==> src/rtl/ioexp_pkg.sv <==
package ioexp_pkg;
  localparam int REG_CNT = 4;
  localparam int ADDR_W = 2;
  localparam int BYTE_W = 8;

  localparam logic [ADDR_W-1:0] ADR_CTRL = 2'd0;
  localparam logic [ADDR_W-1:0] ADR_SSEN = 2'd1;
  localparam logic [ADDR_W-1:0] ADR_USB  = 2'd2;
  localparam logic [ADDR_W-1:0] ADR_STAT = 2'd3;

  typedef struct packed {
    logic [REG_CNT-1:0] wrEn;
    logic               rdEn;
    logic [ADDR_W-1:0]  rdSel;
    logic               usbRdPulse;
    logic               usbWrPulse;
  } busStrobes_t;
endpackage

==> src/rtl/ioexp_ctrl.sv <==
module ioexp_ctrl
  import ioexp_pkg::*;
(
  input  logic              clk,
  input  logic              rstN,
  input  logic              csN,
  input  logic [ADDR_W-1:0] addr,
  input  logic              rdN,
  input  logic              wrN,
  output busStrobes_t       strb
);
  logic rdAct, wrAct, rdActQ, wrActQ, rdStart, wrStart;

  assign rdAct = ~csN & ~rdN;
  assign wrAct = ~csN & ~wrN;

  always_ff @(posedge clk) begin
    if (!rstN) begin
      rdActQ <= 1'b0;
      wrActQ <= 1'b0;
    end else begin
      rdActQ <= rdAct;
      wrActQ <= wrAct;
    end
  end

  assign rdStart = rdAct & ~rdActQ;
  assign wrStart = wrAct & ~wrActQ;

  always_comb begin
    strb = '0;
    for (int i = 0; i < REG_CNT; i++) begin
      strb.wrEn[i] = wrStart && (addr == ADDR_W'(i));
    end
    strb.rdEn       = rdAct;
    strb.rdSel      = addr;
    strb.usbRdPulse = rdStart && (addr == ADR_USB);
    strb.usbWrPulse = wrStart && (addr == ADR_USB);
  end
endmodule

==> src/rtl/ioexp_dpath.sv <==
module ioexp_dpath
  import ioexp_pkg::*;
#(
  parameter int DATA_W  = 32,
  parameter int NUM_SS  = 6,
  parameter bit HAS_USB = 1'b1
) (
  input  logic              clk,
  input  logic              rstN,
  input  busStrobes_t       strb,
  input  logic [BYTE_W-1:0] wrByte,
  output logic [DATA_W-1:0] rdData,
  input  logic [2:0]        modePins,
  input  logic [1:0]        gpIn,
  output logic [1:0]        gpOut,
  output logic [1:0]        gpOe,
  input  logic              rtsIn,
  output logic              ctsOut,
  output logic              clkSel,
  output logic              usbRst,
  output logic              ioRst,
  input  logic [NUM_SS-1:0] ssN,
  input  logic              misoIn,
  output logic              misoOut,
  output logic              misoEn,
  input  logic [BYTE_W-1:0] usbDataIn,
  output logic [BYTE_W-1:0] usbWrData,
  output logic              usbRdStb,
  output logic              usbWrStb,
  input  logic              usbRxEmpty,
  input  logic              usbTxFull,
  input  logic              usbNotEnum
);
  localparam int PAD_W  = DATA_W - BYTE_W;
  localparam int SS_GAP = BYTE_W - NUM_SS;

  logic [BYTE_W-1:0] ctrlReg;
  logic [NUM_SS-1:0] ssEnReg;
  logic [BYTE_W-1:0] rdByte;
  logic [BYTE_W-1:0] ctrlView, ssenView, usbView, statView;

  always_ff @(posedge clk) begin
    if (!rstN) begin
      ctrlReg <= '0;
      ssEnReg <= '0;
    end else begin
      if (strb.wrEn[ADR_CTRL]) ctrlReg <= wrByte;
      if (strb.wrEn[ADR_SSEN]) ssEnReg <= wrByte[NUM_SS-1:0];
    end
  end

  assign gpOe   = ctrlReg[7:6];
  assign gpOut  = ctrlReg[5:4];
  assign ctsOut = ctrlReg[3];
  assign clkSel = ctrlReg[2];
  assign usbRst = ctrlReg[1];
  assign ioRst  = ctrlReg[0];

  assign misoEn  = |(ssEnReg & ~ssN);
  assign misoOut = misoEn & misoIn;

  generate
    if (HAS_USB) begin : g_usb
      always_ff @(posedge clk) begin
        if (!rstN) begin
          usbRdStb  <= 1'b0;
          usbWrStb  <= 1'b0;
          usbWrData <= '0;
        end else begin
          usbRdStb <= strb.usbRdPulse;
          usbWrStb <= strb.usbWrPulse;
          if (strb.usbWrPulse) usbWrData <= wrByte;
        end
      end
      assign usbView = usbDataIn;
    end else begin : g_nousb
      assign usbRdStb  = 1'b0;
      assign usbWrStb  = 1'b0;
      assign usbWrData = '0;
      assign usbView   = '1;
    end
  endgenerate

  assign ctrlView = {ctrlReg[7:6], gpIn, rtsIn, modePins};
  assign statView = {1'b1, modePins, 1'b0, usbNotEnum, usbTxFull, usbRxEmpty};

  generate
    if (SS_GAP > 0) begin : g_sspad
      assign ssenView = {{SS_GAP{1'b0}}, ssEnReg};
    end else begin : g_ssfull
      assign ssenView = ssEnReg;
    end
  endgenerate

  always_comb begin
    unique case (strb.rdSel)
      ADR_CTRL: rdByte = ctrlView;
      ADR_SSEN: rdByte = ssenView;
      ADR_USB:  rdByte = usbView;
      default:  rdByte = statView;
    endcase
  end

  always_ff @(posedge clk) begin
    if (!rstN) rdData <= '1;
    else if (strb.rdEn) rdData <= {{PAD_W{1'b1}}, rdByte};
    else rdData <= '1;
  end
endmodule

==> src/rtl/ioexp_regbank.sv <==
module ioexp_regbank
  import ioexp_pkg::*;
#(
  parameter int DATA_W  = 32,
  parameter int NUM_SS  = 6,
  parameter bit HAS_USB = 1'b1
) (
  input  logic              clk,
  input  logic              rstN,
  input  logic              csN,
  input  logic [1:0]        addr,
  input  logic              rdN,
  input  logic              wrN,
  input  logic [DATA_W-1:0] wrData,
  output logic [DATA_W-1:0] rdData,
  input  logic [2:0]        modePins,
  input  logic [1:0]        gpIn,
  output logic [1:0]        gpOut,
  output logic [1:0]        gpOe,
  input  logic              rtsIn,
  output logic              ctsOut,
  output logic              clkSel,
  output logic              usbRst,
  output logic              ioRst,
  input  logic [NUM_SS-1:0] ssN,
  input  logic              misoIn,
  output logic              misoOut,
  output logic              misoEn,
  input  logic [7:0]        usbDataIn,
  output logic [7:0]        usbWrData,
  output logic              usbRdStb,
  output logic              usbWrStb,
  input  logic              usbRxEmpty,
  input  logic              usbTxFull,
  input  logic              usbNotEnum
);
  busStrobes_t strb;

  ioexp_ctrl u_ctrl (
    .clk(clk), .rstN(rstN), .csN(csN), .addr(addr),
    .rdN(rdN), .wrN(wrN), .strb(strb)
  );

  ioexp_dpath #(.DATA_W(DATA_W), .NUM_SS(NUM_SS), .HAS_USB(HAS_USB)) u_dpath (
    .clk(clk), .rstN(rstN), .strb(strb), .wrByte(wrData[BYTE_W-1:0]),
    .rdData(rdData), .modePins(modePins), .gpIn(gpIn), .gpOut(gpOut),
    .gpOe(gpOe), .rtsIn(rtsIn), .ctsOut(ctsOut), .clkSel(clkSel),
    .usbRst(usbRst), .ioRst(ioRst), .ssN(ssN), .misoIn(misoIn),
    .misoOut(misoOut), .misoEn(misoEn), .usbDataIn(usbDataIn),
    .usbWrData(usbWrData), .usbRdStb(usbRdStb), .usbWrStb(usbWrStb),
    .usbRxEmpty(usbRxEmpty), .usbTxFull(usbTxFull), .usbNotEnum(usbNotEnum)
  );
endmodule

==> config.mk <==
export PLATFORM = sky130hd
export DESIGN_NAME = ioexp_regbank
export DESIGN_NICKNAME = d
export VERILOG_FILES = /design/src/rtl/ioexp_pkg.sv /design/src/rtl/ioexp_ctrl.sv /design/src/rtl/ioexp_dpath.sv /design/src/rtl/ioexp_regbank.sv
export SDC_FILE = /design/constraint.sdc
export NUM_CORES = 1
export LEC_CHECK = 0
export BUFFER_PORTS_ARGS = -buffer_cell sky130_fd_sc_hd__buf_4
export CAP_MARGIN = 20
export CORE_UTILIZATION = 37
export CTS_CLUSTER_SIZE = 40
export DETAILED_ROUTE_END_ITERATION = 12
export PLACE_DENSITY = 0.85
export RECOVER_POWER = 25
export SLEW_MARGIN = 5
export SYNTH_ARGS = -nofsm -noshare
export SYNTH_HDL_FRONTEND = slang
export SYNTH_HIERARCHICAL = 1
export SYNTH_SLANG_ARGS = --single-unit
==> constraint.sdc <==
create_clock -name clk -period 1.8 [get_ports clk]
set_clock_uncertainty 0.2 [all_clocks]
set_input_delay 0.36 -clock clk [delete_from_list [all_inputs] [get_ports clk]]
set_output_delay 0.36 -clock clk [all_outputs]
set_load 0.1 [all_outputs]
# [Yosys cells after proc, flatten, opt, wreduce, memory -nomap -nowiden]
# Index checks and enable logic that the tools add are counted.
# Widths: inputs -> output; s select.
[word_totals] input_bits=63 mem_bits_rw=0 elab_cells=31 reg_bits=58 mem_count=0 rom_bits=0 latchBits=0
[classes] n_reduce_logical=7 add_sub_neg=0 n_bitwise=12 eq_ne=2 shift=0 n_div=0 mux=1 n_mul=0 n_lt_le_gt_ge=0
[op_table] op="$pmux 8 s3" n=1
[op_table] op="$and 6x6->6" n=1
[op_table] op="$not 6->6" n=1
[op_table] op="$reduce_or 6->1" n=1
[op_table] op="$and 1x1->1" n=5
[op_table] op="$not 1->1" n=5
[op_table] op="$logic_and 1x1->1" n=4
[op_table] op="$eq 2x1->1 const B" n=1
[op_table] op="$eq 2x2->1 const B" n=1
[op_table] op="$logic_not 2->1" n=1
[op_table] op="$reduce_and 2->1" n=1

# [Depth between registers and ports, before layout]
[depth] word_depth=4 mapped_depth=5 depth_no_buf=4

# [Modules after synthesis]
# Netlist, hierarchy kept.
[by_module_without_submodules] mod="ioexp_dpath" seq_area_each_um2=640.6 n_inst=1 cells_per_inst=142 area_each_um2=1516.5
[by_module_without_submodules] mod="ioexp_ctrl" seq_area_each_um2=40.0 n_inst=1 cells_per_inst=17 area_each_um2=140.1

# [Worst setup path before layout]
# Ideal clock, no wire load.
[synth_timing] kind="register to output" start="register u_dpath.ssEnReg[2]" end="output port misoOut" path_slack_ns=-0.107 stages_incl_launch_ff=4 t_arrival_ns=1.347 cell_sequence="dfxtp_1 inv_1 o22ai_1 o31a_1"
[synth_between] elab_chain_cells=3
[synth_rtl] element="start, declared" line_no="ioexp_dpath.sv:38" rtl="logic [NUM_SS-1:0] ssEnReg;"
[synth_rtl] element="start signal, assigned" line_no="ioexp_dpath.sv:48" rtl="if (strb.wrEn[ADR_SSEN]) ssEnReg <= wrByte[NUM_SS-1:0];"
[synth_rtl] element="$and 6x6->6" line_no="ioexp_dpath.sv:59" rtl="assign misoEn = |(ssEnReg & ~ssN);"
[synth_rtl] element="$reduce_or 6->1" line_no="ioexp_dpath.sv:59"
[synth_rtl] element="$and 1x1->1" line_no="ioexp_dpath.sv:60" rtl="assign misoOut = misoEn & misoIn;"
[synth_rtl] element="end, declared" line_no="ioexp_regbank.sv:27" rtl="output logic misoOut,"
# Every way passes these cells.

# [Worst setup path in the final report]
[layout_timing] start="register u_dpath.ssEnReg[2]" end="output port misoEn"
[layout_between] elab_chain_cells=2
[layout_rtl] element="$and 6x6->6" line_no="ioexp_dpath.sv:59"
[layout_rtl] element="$reduce_or 6->1" line_no="ioexp_dpath.sv:59"
[layout_rtl] element="end, declared" line_no="ioexp_regbank.sv:28" rtl="output logic misoEn,"
# Every way passes these cells.

==> qor.txt <==
Final Util: 54.8%
RePlAce Congestion: 0.760
Total CTS buffers: 5
Max-cap viol count: 0
Row cnt: 23
Crit path cell chain: inv_2, o22ai_2, or3_4, buf_12
Worst Hold Class: in2reg
DR DRC count: 0
DR iter-0 viols: 71
Die Height: 68.6 um
Most frequent cells in the layout: buf_4 (68), dfxtp_1 (29), conb_1 (24)
Peak VDD IR: 0.000424 V
Worst Hold Slack: 41.6 ps
# setup viols final: 2
LEAKAGE: 0.000959 uW
Crit path buf inv count: 2
Via count: 1,264
Failing checks: setup timing
Die Wd: 68.6 um
# diodes: 0
Footprint of the multi-input gates: 805 um2
PortBufs: 66
Detailed Place HPWL: 2740 um
Status: finished, violations left
Worst path top cell family by delay: simple AND/OR/NAND/NOR gates
Max Freq: 0.529 GHz
RSZ-0062 raised after global routing: true
Die area: 0.00471 mm2
Tcrit/Tclk final: 105%
Starting Density: 39.9%
Syn avg cell area: 10.5 um2
Cell Pwr Density: 845 mW/mm2
Wirelength per Cell: 13.0 um
H-tree levels: 2
Final Hold Viols: 0
Max Root-Sink Buffers: 2
Post-layout nets: 292
Crit path largest cell delay: 410 ps
Design Power: 1910 uW
Min cycle time layout: 1890 ps
CP max-delay cell: or3_4
Critical path class: reg2out
Initial antenna violation count: 0
Worst slack, placed: -31.7 ps
Share of cells above drive strength 1: 46.1%
Worst Path Required: 1240 ps
Final Slew Violations: 0
Largest net degree at the start of global routing: 19
Sink Count: 34
Initial DRT Pass Iterations: 4
Worst-Margin Slew: 612 ps
Core area: 0.00412 mm2
Vias per inst: 4.51
Vias in the first global route: 1,216
Worst Path Max Fanout: 2
First-pass GRT wire length: 5590 um
Final setup margin: -89.8 ps
Post-route antenna net violation count: 0
Overall Global Routing Usage: 16.5%
Critical path launch point type: register
Hold_buf cts: 0
Clock root buffer master: clkbuf_8
Syn Inst Count: 156
TritonCTS clock tree: done
Most common cell after layout, fill and taps aside: buf_4
Area added between synthesis and finish: 37.3%
Worst setup EP type: primary output
FF+latch area: 687 um2
Reg clk slew, reported paths: 70 ps
Boundary pin count: 115
Mapped cell area: 0.00164 mm2
Yosys warning count: 6
Clk_lat worst skew: 280 ps
Routed WL: 3640 um
Data arrival time of the worst path: 1330 ps
Worst rel slew slack: 59.2%
GRT overflow: 0
Fill count: 385
worst paths after layout:
check	slack [ps]	startpoint	depth (start not counted)	end
setup / recovery	-90	u_dpath/ssEnReg[2]	4	misoEn
hold reg to reg	320	u_dpath/usbWrData[5]	2	u_dpath/usbWrData[5]
setup reg to reg	100	u_ctrl/wrActQ	5	u_dpath/usbWrData[0]
hold / removal	40	wrN	2	u_ctrl/wrActQ
sequential cells by signal (all words and copies together) (netlist names):
name               cells
u_ctrl/rdActQ          1
u_ctrl/wrActQ          1
u_dpath/ctrlReg        8
u_dpath/rdData         8
u_dpath/ssEnReg        6
u_dpath/usbRdStb       1
u_dpath/usbWrData      8
u_dpath/usbWrStb       1
worst reg2reg max path: cells and delay by family, from the launching register on:
family | cells | cell delay [ps]
AND/OR/NAND/NOR | 3 | 550
buffers and inverters | 1 | 300
flip-flops | 1 | 300
multiplexers | 1 | 230
cell type report:
| type | instances | area share, % |
|---|---|---|
| clock buffers | 7 | 3.83 |
| clock inverters | 1 | 0.222 |
| inverters | 7 | 1.17 |
| multi-input cells | 104 | 35.7 |
| flip-flops and latches | 34 | 30.5 |
| well taps | 50 | 2.77 |
| repair buffers | 77 | 25.9 |
through the flow:
stage | area, um2 | TNS [ps] | instances
2_1_floorplan | 1730 | 0 | 179
3_3_place_gp | 2110 | 0 | 270
3_5_place_dp | 2110 | -173 | 270
4_1_cts | 2270 | -120 | 280
5_1_grt | 2250 | -184 | 280
6_report | 2250 | -133 | 280
per-layer routing:
metal | up-vias | wire length (um) | global-route usage (%) | part of all wire, %
met5 | - | 0 | 0 | 0
met4 | 0 | 54 | 7.03 | 1.5
met3 | 7 | 265 | 3.95 | 7.3
met2 | 58 | 1870 | 28.9 | 51
met1 | 581 | 1450 | 19.1 | 40
li1 | 618 | - | - | -
where the power goes:
| part | leakage (uW) | switching (uW) | internal (uW) | total [uW] |
|---|---|---|---|---|
| Combinational | 0.000632 | 413 | 136 | 549 |
| Clock | 0.0000482 | 268 | 308 | 577 |
| Sequential | 0.000279 | 8.30 | 772 | 780 |
what timing repair did:
action | 4_1_cts | 5_1_grt
endpoints found under the setup margin | 2 | 2
pin swaps | 3 | 1
gates cloned | 0 | 0
setup buffers | 2 | 0
resized for setup | 16 | 3
Note: power is estimated with default switching activity, not from simulation.
